--- config.mk ---
export PLATFORM = sky130hd
export DESIGN_NAME = burst_colgen
export DESIGN_NICKNAME = d
export VERILOG_FILES = /design/src/rtl/colgen_pkg.sv /design/src/rtl/colgen_mode_dec.sv /design/src/rtl/colgen_beat_ctr.sv /design/src/rtl/colgen_addr_map.sv /design/src/rtl/burst_colgen.sv
export SDC_FILE = /design/constraint.sdc
export NUM_CORES = 1
export LEC_CHECK = 0
export BUFFER_PORTS_ARGS = -buffer_cell sky130_fd_sc_hd__buf_2
export CAP_MARGIN = 20
export CORE_ASPECT_RATIO = 0.75
export CORE_UTILIZATION = 54
export DETAILED_ROUTE_END_ITERATION = 16
export PLACE_DENSITY = 0.9
export SLEW_MARGIN = 10
export SYNTH_ARGS = -nofsm -noshare
export SYNTH_HDL_FRONTEND = slang
export SYNTH_SLANG_ARGS = --single-unit
--- constraint.sdc ---
create_clock -name clk -period 2.6 [get_ports clk]
set_input_delay 0 -clock clk [delete_from_list [all_inputs] [get_ports clk]]
set_output_delay 0 -clock clk [all_outputs]
set_load 0.05 [all_outputs]
--- src/rtl/colgen_pkg.sv ---
package colgen_pkg;

   // captured burst setting, decoded once at start
   typedef struct packed {
      logic [1:0] len_log;   // log2 of fixed burst length
      logic       full;      // row-wide wrapping burst
      logic       ilv;       // interleaved low-bit order
      logic       err;       // reserved setting was seen
   } burst_cfg_t;

   localparam logic [2:0] LEN_CODE_FULL = 3'b111;

endpackage

--- src/rtl/colgen_mode_dec.sv ---
module colgen_mode_dec
   import colgen_pkg::*;
#(
   parameter int WR_CAP_LOG = 3
) (
   input  logic [2:0]  len_code,
   input  logic        order_ilv,
   input  logic        wr_single,
   input  logic        is_write,
   output burst_cfg_t  cfg
);

   logic reserved;

   always_comb begin
      reserved = len_code[2] && !((len_code == LEN_CODE_FULL) && !order_ilv);
      cfg      = '0;
      if (reserved) begin
         cfg.err = 1'b1;
      end else if (is_write && wr_single) begin
         cfg.len_log = 2'd0;
      end else if (len_code == LEN_CODE_FULL) begin
         if (is_write) cfg.len_log = 2'(WR_CAP_LOG);
         else          cfg.full    = 1'b1;
      end else begin
         cfg.len_log = len_code[1:0];
         cfg.ilv     = order_ilv && (len_code != 3'b000);
      end
   end

endmodule

--- src/rtl/colgen_beat_ctr.sv ---
module colgen_beat_ctr
   import colgen_pkg::*;
#(
   parameter int COL_W = 8
) (
   input  logic             clk,
   input  logic             rst_n,
   input  logic             clk_en,
   input  logic             start,
   input  logic [COL_W-1:0] start_col,
   input  burst_cfg_t       cfg_in,
   input  logic             term,
   output logic             valid_q,
   output logic [COL_W-1:0] beat_q,
   output logic [COL_W-1:0] base_q,
   output burst_cfg_t       cfg_q,
   output logic             last
);

   logic [COL_W-1:0] beat_lim;

   always_comb begin
      beat_lim = COL_W'((4'd1 << cfg_q.len_log) - 4'd1);
      last     = valid_q && !cfg_q.full && (beat_q == beat_lim);
   end

   always_ff @(posedge clk) begin
      if (!rst_n) begin
         valid_q <= 1'b0;
         beat_q  <= '0;
         base_q  <= '0;
         cfg_q   <= '0;
      end else if (clk_en) begin
         if (start) begin
            valid_q <= 1'b1;
            beat_q  <= '0;
            base_q  <= start_col;
            cfg_q   <= cfg_in;
         end else if (term) begin
            valid_q <= 1'b0;
         end else if (valid_q) begin
            if (last) valid_q <= 1'b0;
            beat_q <= beat_q + 1'b1;
         end
      end
   end

   assert_gated_hold_R9: assert property (@(posedge clk) disable iff (!rst_n)
      !clk_en |=> ($stable(valid_q) && $stable(beat_q) && $stable(base_q) && $stable(cfg_q)));

   assert_term_stops_R8: assert property (@(posedge clk) disable iff (!rst_n)
      (clk_en && term && !start) |=> !valid_q);

   assert_restart_R10: assert property (@(posedge clk) disable iff (!rst_n)
      (clk_en && start) |=> (valid_q && (beat_q == '0) && (base_q == $past(start_col))));

endmodule

--- src/rtl/colgen_addr_map.sv ---
module colgen_addr_map
   import colgen_pkg::*;
#(
   parameter int COL_W   = 8,
   parameter int FIX_LOG = 3
) (
   input  logic             valid,
   input  logic [COL_W-1:0] base,
   input  logic [COL_W-1:0] beat,
   input  burst_cfg_t       cfg,
   output logic [COL_W-1:0] col
);

   logic [COL_W-1:0] sum;
   logic [COL_W-1:0] col_raw;

   assign sum = base + beat;

   for (genvar i = 0; i < COL_W; i++) begin : g_bit
      if (i < FIX_LOG) begin : g_low
         logic in_blk;
         assign in_blk     = cfg.len_log > 2'(i);
         assign col_raw[i] = cfg.full ? sum[i] :
                             !in_blk  ? base[i] :
                             cfg.ilv  ? (base[i] ^ beat[i]) : sum[i];
      end else begin : g_high
         assign col_raw[i] = cfg.full ? sum[i] : base[i];
      end
   end

   assign col = valid ? col_raw : '0;

endmodule

--- src/rtl/burst_colgen.sv ---
module burst_colgen
   import colgen_pkg::*;
#(
   parameter int COL_W      = 8,
   parameter int WR_CAP_LOG = 3
) (
   input  logic             clk,
   input  logic             rst_n,
   input  logic             clk_en,
   input  logic             start_rd,
   input  logic             start_wr,
   input  logic [COL_W-1:0] start_col,
   input  logic [2:0]       len_code,
   input  logic             order_ilv,
   input  logic             wr_single,
   input  logic             term,
   output logic [COL_W-1:0] col_out,
   output logic             col_valid,
   output logic             last_beat,
   output logic             mode_err
);

   localparam int FIX_LOG = 3;

   if (COL_W < FIX_LOG + 1) begin : g_bad_colw
      $error("COL_W must exceed the largest fixed burst block");
   end
   if (WR_CAP_LOG < 0 || WR_CAP_LOG > FIX_LOG) begin : g_bad_cap
      $error("WR_CAP_LOG must lie within the fixed burst range");
   end

   logic             start;
   logic             is_write;
   burst_cfg_t       cfg_in;
   burst_cfg_t       cfg_q;
   logic [COL_W-1:0] beat_q;
   logic [COL_W-1:0] base_q;
   logic             valid_q;
   logic             last;

   assign start    = start_rd || start_wr;
   assign is_write = start_wr && !start_rd;   // read wins when both strobe

   colgen_mode_dec #(.WR_CAP_LOG(WR_CAP_LOG)) i_dec (
      .len_code  (len_code),
      .order_ilv (order_ilv),
      .wr_single (wr_single),
      .is_write  (is_write),
      .cfg       (cfg_in)
   );

   colgen_beat_ctr #(.COL_W(COL_W)) i_ctr (
      .clk       (clk),
      .rst_n     (rst_n),
      .clk_en    (clk_en),
      .start     (start),
      .start_col (start_col),
      .cfg_in    (cfg_in),
      .term      (term),
      .valid_q   (valid_q),
      .beat_q    (beat_q),
      .base_q    (base_q),
      .cfg_q     (cfg_q),
      .last      (last)
   );

   colgen_addr_map #(.COL_W(COL_W), .FIX_LOG(FIX_LOG)) i_map (
      .valid (valid_q),
      .base  (base_q),
      .beat  (beat_q),
      .cfg   (cfg_q),
      .col   (col_out)
   );

   assign col_valid = valid_q;
   assign last_beat = last;
   assign mode_err  = cfg_q.err;

   assert_last_needs_valid_R11: assert property (@(posedge clk) disable iff (!rst_n)
      last_beat |-> col_valid);

   assert_err_single_R7: assert property (@(posedge clk) disable iff (!rst_n)
      (col_valid && mode_err) |-> last_beat);

   assert_full_no_last_R3: assert property (@(posedge clk) disable iff (!rst_n)
      (col_valid && cfg_q.full) |-> !last_beat);

   assert_block_fixed_R1: assert property (@(posedge clk) disable iff (!rst_n)
      (col_valid && !cfg_q.full) |-> (col_out[COL_W-1:FIX_LOG] == base_q[COL_W-1:FIX_LOG]));

endmodule

---- After elaboration in Yosys (flattened, before gate mapping) ----
Cells that the tools add are included.
word-level totals
  register bits after elaboration ......... 22
  bits of input ports ..................... 19
  output and inout port bits .............. 11
  word-level logic and storage cells ...... 67
operators by class
  add/subtract/negate cells ............... 3
  magnitude comparators ................... 3
  equality and inequality tests ........... 3
  shift operators ......................... 1
  multiplexer cells ....................... 31
  bitwise operators ....................... 3
  reduce and logical (&&, ||, !) cells .... 16
operators by type and width
  operator               count
  $mux W8                4
  $mux W1                22
  $add A8 B1 Y8 const B  1
  $add A8 B8 Y8          1
  $eq A8 B8 Y1           1
  $mux W2                4
  $shl A1 B2 Y8 const A  1
  $sub A8 B1 Y8 const B  1
  $logic_and A1 B1 Y1    7
  $gt A2 B1 Y1 const B   2
  $logic_not A1 Y1       4
  $mux W4                1
  $eq A3 B3 Y1 const B   1
  $reduce_and A3 Y1      1
  $reduce_bool A3 Y1     1
  $xor A1 B1 Y1          3
  $gt A2 B2 Y1 const B   1
  $ne A2 B1 Y1 const B   1
  $reduce_and A2 Y1      1
  $reduce_bool A2 Y1     1
  $logic_or A1 B1 Y1     1

---- Logic depth before layout (Yosys ltp) ----
Gate-level depths: netlist of the first run.
  depth in word-level cells ............... 8
  depth in mapped cells ................... 7
  gate-level depth less buffers ........... 7

---- Hierarchy ----
A second synthesis of the first run with hierarchy kept.
second synthesis, totals
  cells, all modules ...................... 192
  area, all modules ....................... 1544.0 µm²
modules (own cells, without submodules)
  module           times used  cells each  area each (µm²)  seq. area each (µm²)
  colgen_beat_ctr  1           117         991.0            440.4
  colgen_addr_map  1           61          456.7            0.0
  colgen_mode_dec  1           12          83.8             0.0
  burst_colgen     1           2           12.5             0.0

---- Least setup slack after synthesis of the first run ----
OpenSTA, ideal clock, no wires.
  path kind ............................... register to output
  from .................................... reg i_ctr.beat_q[2]
  to ...................................... out col_out[5]
  data arrival time ....................... 2.384 ns
  data required time ...................... 2.600 ns
  slack ................................... 0.216 ns
  stages on the path, launching flop included .. 7
  path buffers ............................ 0
  cell sequence ........................... dfxtp_1 -> ha_1 -> inv_1 -> o21bai_1 -> a31oi_1 -> xor2_1 -> o21ai_0
on the way
  word-level cells in the longest chain between the ends .. 3
RTL lines
  what                      line                   source
  start: declaration        colgen_beat_ctr.sv:14  output logic [COL_W-1:0] beat_q,
  start signal: assignment  colgen_beat_ctr.sv:43  beat_q <= beat_q + 1'b1;
  $add A8 B8 Y8             colgen_addr_map.sv:17  assign sum = base + beat;
  $mux W1                   colgen_addr_map.sv:27  assign col_raw[i] = cfg.full ? sum[i] : base[i];
  $mux W8                   colgen_addr_map.sv:31  assign col = valid ? col_raw : '0;
  end: declaration          burst_colgen.sv:17     output logic [COL_W-1:0] col_out,
Every way passes these cells.

---- Worst setup path after layout of the first run ----
  from .................................... reg i_ctr.base_q[0]
  to ...................................... out col_out[6]
on the way
  word-level cells in the longest chain between the ends .. 3
RTL lines
  what                      line                   source
  start: declaration        colgen_beat_ctr.sv:15  output logic [COL_W-1:0] base_q,
  start signal: assignment  colgen_beat_ctr.sv:37  base_q <= start_col;
  $add A8 B8 Y8             colgen_addr_map.sv:17
  $mux W1                   colgen_addr_map.sv:27
  $mux W8                   colgen_addr_map.sv:31
Every way passes these cells.

==> metrics.md, run 1 <==
| Metric | Value |
|---|---|
| Clock Path Buffers | `2` |
| Vias in the first global route | `approximately 1300` |
| Syn Std Cell Area | `roughly 1500 um^2` |
| Reg2reg start | `i_ctr.cfg_q[4]$_SDFFE_PN0P_` |
| Yosys top cell by area | `dfxtp_1` |
| Iteration-0 DRC Markers | `just over 100` |
| Initial antenna violation count | `0` |
| Reg2Reg Depth | `6` |
| Overflow after GRT | `0` |
| Die X-Extent | `a little over 60 um` |
| Pre-Repair DR Iteration Count | `4` |
| FF-to-FF setup slack | `approximately 630 ps` |
| Final Skew | `between 10 and 15 ps` |
| Initial core utilization | `approximately 61%` |
| Port bufs | `29` |
| Post-synthesis sequential area ratio | `30.0%` |
| Status | `finished, final reports clean` |
| Die ar. | `2930 um^2` |
| Cells after synthesis | `about 180` |
| Final hold vios | `0` |
| Row count | `15` |
| Reg2reg end | `i_ctr.valid_q$_SDFFE_PN0P_` |
| Worst setup SP type | `flip-flop` |
| VDD IR-drop max | `between 0.0004 and 0.0005 V` |
| EDFF count, synth | `0` |
| Fin crit share | `roughly 97%` |
| GRT Total Usage | `between 20 and 30%` |
| Arr. time, crit path | `2510 ps` |
| Routed len/inst | `15.0 um` |
| CP required | `approximately 2600 ps` |
| Clock Latency Late Sink | `320 ps` |
| Root Buffer | `clkbuf_4` |
| WL final | `~4 mm` |
| Ys flop type | `dfxtp_1` |
| Setup violations, final | `0` |
| Area share of the largest cell type after synthesis | `a little under a third` |
| Drt via density | `5.77` |
| CTS Buf Count | `3` |
| Depth of the CTS H-tree | `1` |
| Hpwl dp | `2.57 mm` |
| # clock sinks | `22` |
| Routability-driven placement congestion ratio | `about 0.82` |
| I/O Pins | `30` |
| DRC viols | `0` |
| Pre-CTS setup slack | `about 290 ps` |
| Synth area leaders | `dfxtp_1 (30%), nand2_1 (8.7%), ha_1 (6.8%)` |
| Final ANT Viol Nets | `0` |
| Min-Delay Path Class | `primary input to flip-flop` |
| Crit path time final | `roughly 2500 ps` |
| CTS tree | `built` |
| Critical Path End Type | `output pin` |
| Hold Worst Slack | `roughly 37 ps` |
| F_max | `roughly 400 MHz` |
| Filler cells | `about 150` |
| Commonest non-fill, non-tap cell in the layout | `nand2_1` |
| Hold Crit Endpoint | `i_ctr.base_q[0]$_SDFFE_PN0P_` |
| Max-cap viol count | `0` |
| Seq cells post-synth | `22` |
| Max-slew violations | `0` |
| Area growth syn-to-layout | `27.0%` |
| Setup ws final | `just under 90 ps` |
| Number of nets in the layout | `~260` |
| RSZ-0062 raised after global routing | `false` |
| Total nets after synthesis | `around 210` |
| Hold depth | `2` |
| Vias | `approximately 1500` |
| Average size of a mapped cell | `8.01 um^2` |
| Async SR Flop Fraction | `0%` |
| CTS clk-pin slew, worst paths | `130 ps` |
| LEAKAGE | `roughly 0.83 nW` |
| Core area | `about 2400 um^2` |
| Hold Path Origin | `rst_n` |
| Chip height | `roughly 47 um` |
| Tightest Pin Transition | `a little under 700 ps` |
| Commonest non-fill, non-tap cells in the layout | `nand2_1 (34), buf_2 (28), dfxtp_1 (21)` |
| Slew headroom | `between 50% and 60%` |
| Worst Path Max Fanout | `4` |
| Largest net degree at the start of global routing | `18` |
| Ant diodes | `0` |
| Power Dens Cells | `417 nW/um^2` |
| Yosys warning total | `0` |
| Global-route wire length before repair | `6.15 mm` |
| Fraction of layout cells with a size suffix above 1 | `20.6%` |
| Netlist cell types | `44` |
| Final TNS setup | `0 ps` |
| Critical path class | `flip-flop to output pin` |
[logic make-up (layout without fill, tap and decap cells)]
group / count (synthesis) / count (layout) / share of synthesized area, %
XOR/XNOR: 9 / 9 / 5.38
adder cells (fa/ha/maj): 9 / 9 / 8.19
AND/OR/NAND/NOR: 80 / 80 / 27.8
flip-flops: 22 / 22 / 30.0
AO/OA/AOI/OAI: 48 / 48 / 22.1
buffers and inverters: 10 / 55 / 3.07
multiplexers: 5 / 5 / 3.41
[worst max-delay path, cell delays in order (launching register included)]
cell and delay, ps:
dfxtp_2 360, ha_2 200, fa_2 420, a21o_1 180, a21oi_2 160, o21ai_1 110, or4b_1 500, nand3_1 90
buf_6 160
[timing repair]
item | in CTS | in global routing
setup buffers | 0 | 1
endpoints found under the setup margin | 1 | 1
hold endpoints to repair | 13 | 0
hold buffers | 14 | 0
resized for setup | 2 | 4
pin swaps | 0 | 1
[cells in the mapped netlist, types with 2 or more instances]
cell	count
o21ai_0	9
mux2i_1	5
nand4_1	2
nor3_1	2
nand3b_1	2
nor3b_1	2
nor2b_1	6
ha_1	8
a21boi_0	11
a32o_1	2
a21o_1	3
xor2_1	6
nand2_1	34
a31oi_1	3
nand3_1	5
dfxtp_1	22
clkbuf_1	5
inv_1	3
a21oi_1	9
o21bai_1	2
xnor2_1	3
and3_1	3
nor2_1	12
or3_1	2
nand2b_1	3
[state kept, by name (all words and copies together), names as in the netlist]
signal,count
i_ctr.base_q,8
i_ctr.beat_q,8
i_ctr.cfg_q,5
i_ctr.valid_q,1
[metal layers]
layer	wire [um]	GRT usage, %	vias up
li1	-	-	742
met1	1700	34.0	693
met2	1840	49.0	65
met3	292	6.55	11
met4	90	13.0	0
met5	0	0	-
[report_power, final]
group          switching (mW)  internal [mW]  leakage (nW)
logic                  0.0860         0.0620         0.621
registers              0.0120          0.348         0.179
clock network           0.112          0.156        0.0279
total                   0.210          0.566         0.828
[through the flow]
step | cell area [um^2] | instances | util, % | power [mW]
after floorplan | 1470 | 183 | - | 0.451
after global placement | 1650 | 243 | 68.2 | 0.488
after detailed placement | 1650 | 243 | 68.2 | 0.492
after CTS | 1850 | 261 | 76.3 | 0.770
after global routing | 1860 | 262 | 77.0 | 0.809
final | 1860 | 262 | 77.0 | 0.777
[cell type report]
| class | count | area [um^2] | share of cell area [%] |
|---|---|---|---|
| Sequential cell | 22 | 442 | 23.7 |
| Inverter | 3 | 11.3 | 0.604 |
| Timing Repair Buffer | 48 | 329 | 17.7 |
| Tap cell | 34 | 42.5 | 2.28 |
| Multi-Input combinational cell | 151 | 986 | 52.9 |
| Clock buffer | 3 | 22.5 | 1.21 |
| Clock inverter | 1 | 30.0 | 1.61 |
[how the worst max path moves through the flow]
stage,startpoint,endpoint,slack (ps),cells past startpoint
2_1_floorplan,i_ctr.beat_q[2]$_SDFFE_PN0P_,col_out[5],220,6
3_3_place_gp,i_ctr.base_q[0]$_SDFFE_PN0P_,col_out[6],350,8
3_5_place_dp,i_ctr.base_q[0]$_SDFFE_PN0P_,col_out[6],290,8
4_1_cts,i_ctr.base_q[0]$_SDFFE_PN0P_,col_out[6],50,8
5_1_grt,i_ctr.base_q[0]$_SDFFE_PN0P_,col_out[6],5,8
6_report,i_ctr.base_q[0]$_SDFFE_PN0P_,col_out[6],90,8
No activity file was read; power rests on OpenSTA's default activity.
==> run 2: changes to the inputs <==
--- a/config.mk
+++ b/config.mk
@@ -10,6 +10,7 @@
 export CORE_ASPECT_RATIO = 0.75
 export CORE_UTILIZATION = 54
 export DETAILED_ROUTE_END_ITERATION = 16
+export MAX_ROUTING_LAYER = met4
 export PLACE_DENSITY = 0.9
 export SLEW_MARGIN = 10
 export SYNTH_ARGS = -nofsm -noshare
==> metrics.md, run 2 (synthesized netlist as in run 1, its figures left out) <==
| Metric | Value |
|---|---|
| Part of the power in registers | `between 40% and 50%` |
| Biggest regs | `i_ctr.base_q (8), i_ctr.beat_q (8), i_ctr.cfg_q (5)` |
| Final hold vios | `0` |
| DRC viols | `0` |
| Hpwl dp | `2.57 mm` |
| Crit. Startpoint | `i_ctr.base_q[0]$_SDFFE_PN0P_` |
| Max-cap viol count | `0` |
| Logic pwr share | `about a fifth` |
| Port bufs | `29` |
| Fraction of layout cells with a size suffix above 1 | `between 20% and 30%` |
| Number of nets in the layout | `~260` |
| Power Dens Cells | `417 nW/um^2` |
| DP Area | `approximately 1700 um^2` |
| CTS Buf Count | `3` |
| Final ANT Viol Nets | `0` |
| Tightest Pin Transition | `slightly below 700 ps` |
| RSZ-0062 raised after global routing | `false` |
| WL final | `about 4 mm` |
| Pre-Repair DR Iteration Count | `4` |
| Worst setup SP type | `flip-flop` |
| Slew headroom | `a little over half` |
| Fin crit share | `96.3%` |
| Routed len/inst | `15.0 um` |
| Min-Delay Path Class | `primary input to flip-flop` |
| Int Pwr | `about 570 uW` |
| Setup violations, final | `0` |
| Reg2reg end | `i_ctr.valid_q$_SDFFE_PN0P_` |
| GRT Total Usage | `between 20% and 30%` |
| Commonest non-fill, non-tap cell in the layout | `nand2_1` |
| Pre-CTS setup slack | `between 200 and 300 ps` |
| Depth of the CTS H-tree | `1` |
| Worst Path Max Fanout | `4` |
| Iteration-0 DRC Markers | `104` |
| Commonest non-fill, non-tap cells in the layout | `nand2_1 (34), buf_2 (28), dfxtp_1 (21)` |
| Vias | `around 1500` |
| Reg2Reg Depth | `6` |
| Core Util, Final | `slightly below 80%` |
| Status | `finished, final reports clean` |
| Critical Path End Type | `output pin` |
| Post-route design area | `between 1500 and 2000 um^2` |
| CTS clk-pin slew, worst paths | `130 ps` |
| # clock sinks | `22` |
| Core area | `2420 um^2` |
| Crit path time final | `2500 ps` |
| Routability-driven placement congestion ratio | `between 0.8 and 0.9` |
| Arr. time, crit path | `between 2000 and 3000 ps` |
| Final TNS setup | `0 ps` |
| Initial antenna violation count | `0` |
| CP required | `approximately 2600 ps` |
| Area growth syn-to-layout | `27.0%` |
| Non-Filler Instances | `approximately 260` |
| Critical Path Sink | `col_out[6]` |
| Clk pwr share | `34.5%` |
| Drt via density | `between 5 and 6` |
| Initial core utilization | `60.6%` |
| F_max | `between 300 and 400 MHz` |
| Reg2reg start | `i_ctr.cfg_q[4]$_SDFFE_PN0P_` |
| Overflow after GRT | `0` |
| LEAKAGE | `~0.83 nW` |
| Chip height | `roughly 47 um` |
| Dpl cells | `about 240` |
| Ant diodes | `0` |
| VDD IR-drop max | `roughly 0.00041 V` |
| Clock Latency Late Sink | `approximately 320 ps` |
| Final Skew | `6.24 ps` |
| Sw Pwr | `211 uW` |
| Max-slew violations | `0` |
| Largest net degree at the start of global routing | `18` |
| I/O Pins | `30` |
| Die ar. | `approximately 2900 um^2` |
| Die X-Extent | `~62 um` |
| CTS tree | `built` |
| Setup ws final | `96.4 ps` |
| Vias in the first global route | `between 1000 and 1500` |
| Critical path class | `flip-flop to output pin` |
| Global-route wire length before repair | `a little over 6 mm` |
| Row count | `15` |
| Clock Path Buffers | `2` |
| Root Buffer | `clkbuf_4` |
| Switch share | `between 20% and 30%` |
| FF-to-FF setup slack | `640 ps` |
## run 2: final cells by class
type,instances,area [um^2]
inverter,3,11.3
timing repair buffer,48,329
clock inverter,1,30.0
multi-input combinational,151,986
clock buffer,3,22.5
sequential,22,442
tap,34,42.5
fill,151,558
## run 2: power by group through the flow
stage               Clock (mW)  Combinational, mW  Sequential (mW)
floorplan                    0             0.0805            0.370
global placement             0              0.122            0.366
detailed placement           0              0.125            0.367
CTS                      0.268              0.142            0.360
global route             0.288              0.160            0.362
finish                   0.268              0.148            0.360
## run 2: per-layer routing
layer	share of wire, %	track usage, %	up-vias
li1	-	-	743
met3	8.0	6.80	12
met1	43	33.9	696
met2	47	48.6	72
met5	0	-	-
met4	2.3	14.0	0
## run 2: worst min path at each step
stage,end,depth (start not counted),start
2_1_floorplan,i_ctr.valid_q$_SDFFE_PN0P_,1,clk_en
3_3_place_gp,i_ctr.valid_q$_SDFFE_PN0P_,2,clk_en
3_5_place_dp,i_ctr.cfg_q[4]$_SDFFE_PN0P_,2,len_code[1]
4_1_cts,i_ctr.base_q[0]$_SDFFE_PN0P_,2,rst_n
5_1_grt,i_ctr.base_q[6]$_SDFFE_PN0P_,2,rst_n
6_report,i_ctr.base_q[0]$_SDFFE_PN0P_,2,rst_n
## run 2: stage by stage
stage / hold WS (ps) / power (mW)
floorplan: 100 / 0.451
global placement: 242 / 0.488
detailed placement: 246 / 0.492
CTS: 42.5 / 0.770
global route: 45.0 / 0.809
finish: 40.1 / 0.777
## run 2: worst max-delay path: stages (launching register included)
cell and delay [ps]:
dfxtp_2 360, ha_2 200, fa_2 420, a21o_1 180, a21oi_2 170, o21ai_1 110, or4b_1 500, nand3_1 90
buf_6 160
## run 2: repair_timing
action,in CTS,in global routing
gates cloned,0,0
setup endpoints to repair,1,1
gates resized for setup,2,4
buffers inserted,0,1
pin swaps,0,1
endpoints found under the hold margin,13,0
hold buffers,14,0
==> run 3: changes to the inputs <==
--- a/config.mk
+++ b/config.mk
@@ -10,6 +10,7 @@
 export CORE_ASPECT_RATIO = 0.75
 export CORE_UTILIZATION = 54
 export DETAILED_ROUTE_END_ITERATION = 16
+export HOLD_SLACK_MARGIN = 0.06
 export MAX_ROUTING_LAYER = met4
 export PLACE_DENSITY = 0.9
 export SLEW_MARGIN = 10
==> metrics.md, run 3 (synthesized netlist as in run 1, its figures left out) <==
| Metric | Value |
|---|---|
| Critical Path End Type | `output pin` |
| Critical path class | `flip-flop to output pin` |
| Sw Pwr | `~220 uW` |
| Hold Crit Endpoint | `i_ctr.beat_q[1]$_SDFFE_PN0P_` |
| Final ANT Viol Nets | `0` |
| Initial antenna violation count | `0` |
| Post-CTS Setup Bufs | `0` |
| Reg2reg end | `i_ctr.valid_q$_SDFFE_PN0P_` |
| Pre-Repair DR Iteration Count | `4` |
| Power Dens Cells | `slightly above 400 nW/um^2` |
| Fraction of layout cells with a size suffix above 1 | `approximately a fifth` |
| # clock sinks | `22` |
| FF-to-FF setup slack | `around 630 ps` |
| Clock Latency Late Sink | `320 ps` |
| Commonest non-fill, non-tap cell in the layout | `nand2_1` |
| Initial core utilization | `about three fifths` |
| Min-Delay Path Class | `primary input to flip-flop` |
| Worst setup SP type | `flip-flop` |
| Final hold vios | `0` |
| Crit path time final | `2510 ps` |
| CTS tree | `built` |
| VDD IR-drop max | `approximately 0.00036 V` |
| Fin crit share | `between 90% and 100%` |
| RSZ-0062 raised after global routing | `false` |
| Routability-driven placement congestion ratio | `0.832` |
| LEAKAGE | `just under 0.9 nW` |
| DRC viols | `0` |
| CTS Buf Count | `3` |
| Hold Path Origin | `start_rd` |
| Reg2reg start | `i_ctr.cfg_q[4]$_SDFFE_PN0P_` |
| Worst Path Max Fanout | `4` |
| Arr. time, crit path | `about 2500 ps` |
| Overflow after GRT | `0` |
| Logic pwr share | `between 20% and 30%` |
| Biggest regs | `i_ctr.base_q (8), i_ctr.beat_q (8), i_ctr.cfg_q (5)` |
| Depth of the CTS H-tree | `1` |
| Vias in the first global route | `around 1400` |
| Largest net degree at the start of global routing | `18` |
| Max-cap viol count | `0` |
| Part of the power in registers | `about 46%` |
| Status | `finished, final reports clean` |
| CP required | `~2600 ps` |
| Clock Path Buffers | `2` |
| Tightest Pin Transition | `693 ps` |
| Filler cells | `approximately 130` |
| F_max | `slightly below 400 MHz` |
| GRT Total Usage | `roughly a third` |
| Reg2Reg Depth | `6` |
| Core Util, Final | `approximately 80%` |
| Row count | `15` |
| Vias | `about 1600` |
| WL final | `roughly 4.4 mm` |
| Global-route wire length before repair | `6.94 mm` |
| Slowest cell on crit path | `or4b_1` |
| Area growth syn-to-layout | `32.4%` |
| Die X-Extent | `62.2 um` |
| Int Pwr | `574 uW` |
| Final TNS setup | `0 ps` |
| Final Skew | `about 7.7 ps` |
| Hpwl dp | `roughly 2.6 mm` |
| Chip height | `between 40 and 50 um` |
| Port bufs | `29` |
| Routed len/inst | `between 15 and 20 um` |
| Setup violations, final | `0` |
| Slew headroom | `a little over half` |
| Hold depth | `4` |
| Iteration-0 DRC Markers | `approximately 110` |
| CP cell instances | `ha_1 > fa_2 > a21o_1 > a21oi_2 > o21ai_1 > or4b_1 > nand3_1 > buf_6` |
| Clk pwr share | `34.2%` |
| Root Buffer | `clkbuf_4` |
| Number of nets in the layout | `265` |
| Drt via density | `5.86` |
| Switch share | `a little over a quarter` |
| CTS clk-pin slew, worst paths | `between 100 and 150 ps` |
| Core area | `2420 um^2` |
| Max incr delay on CP | `around 500 ps` |
| Ant diodes | `0` |
| Die ar. | `2930 um^2` |
| Max-slew violations | `0` |
| Commonest non-fill, non-tap cells in the layout | `nand2_1 (34), buf_2 (28), dlygate4sd3_1 (23)` |
| I/O Pins | `30` |
run 3: how the worst max path moves through the flow:
stage	start	end	slack (ps)
2_1_floorplan	i_ctr.beat_q[2]$_SDFFE_PN0P_	col_out[5]	220
3_3_place_gp	i_ctr.base_q[0]$_SDFFE_PN0P_	col_out[6]	350
3_5_place_dp	i_ctr.base_q[0]$_SDFFE_PN0P_	col_out[6]	290
4_1_cts	i_ctr.base_q[0]$_SDFFE_PN0P_	col_out[6]	50
5_1_grt	i_ctr.base_q[0]$_SDFFE_PN0P_	col_out[6]	8
6_report	i_ctr.base_q[0]$_SDFFE_PN0P_	col_out[6]	90
run 3: timing repair:
item / in CTS / in global routing
endpoints found under the setup margin: 1 / 1
gates resized for setup: 2 / 2
hold buffers: 22 / 1
hold endpoints to repair: 14 / 1
run 3: layout make-up:
| cell class | instances | area (um^2) | area share, % |
|---|---|---|---|
| Inverter | 3 | 11.3 | 0.580 |
| Clock buffer | 3 | 22.5 | 1.16 |
| Tap cell | 34 | 42.5 | 2.19 |
| Sequential cell | 22 | 440 | 22.7 |
| Clock inverter | 1 | 30.0 | 1.55 |
| Timing Repair Buffer | 56 | 412 | 21.2 |
| Multi-Input combinational cell | 151 | 983 | 50.6 |
run 3: power by group through the flow:
stage               clock [mW]  combinational, mW  sequential (mW)
finish                   0.271              0.160            0.360
global route             0.286              0.172            0.362
CTS                      0.268              0.150            0.360
detailed placement           0              0.125            0.367
global placement             0              0.122            0.366
floorplan                    0             0.0805            0.370
run 3: per-stage QoR:
step           cell area [um^2]  power [mW]  setup slack [ps]  hold WS (ps)  instances
2_1_floorplan              1470       0.451               216           100        183
3_3_place_gp               1650       0.488               349           242        243
3_5_place_dp               1650       0.492               289           246        243
4_1_cts                    1930       0.778              54.4          62.4        269
5_1_grt                    1940       0.820              7.98           179        270
6_report                   1940       0.791              85.8           139        270
run 3: worst max-delay path: cells and delay by family, from the launching register on:
kind	cells	cell delay [ps]
adder cells (fa/ha/maj)	2	610
flip-flops	1	360
AO/OA/AOI/OAI	3	460
AND/OR/NAND/NOR	2	600
buffers and inverters	1	160
run 3: metal layers:
layer	up-vias	track usage, %	wire length [um]
li1	763	-	-
met1	735	38.3	1850
met2	70	55.2	2080
met5	-	-	0
met3	13	7.77	321
met4	0	13.5	104
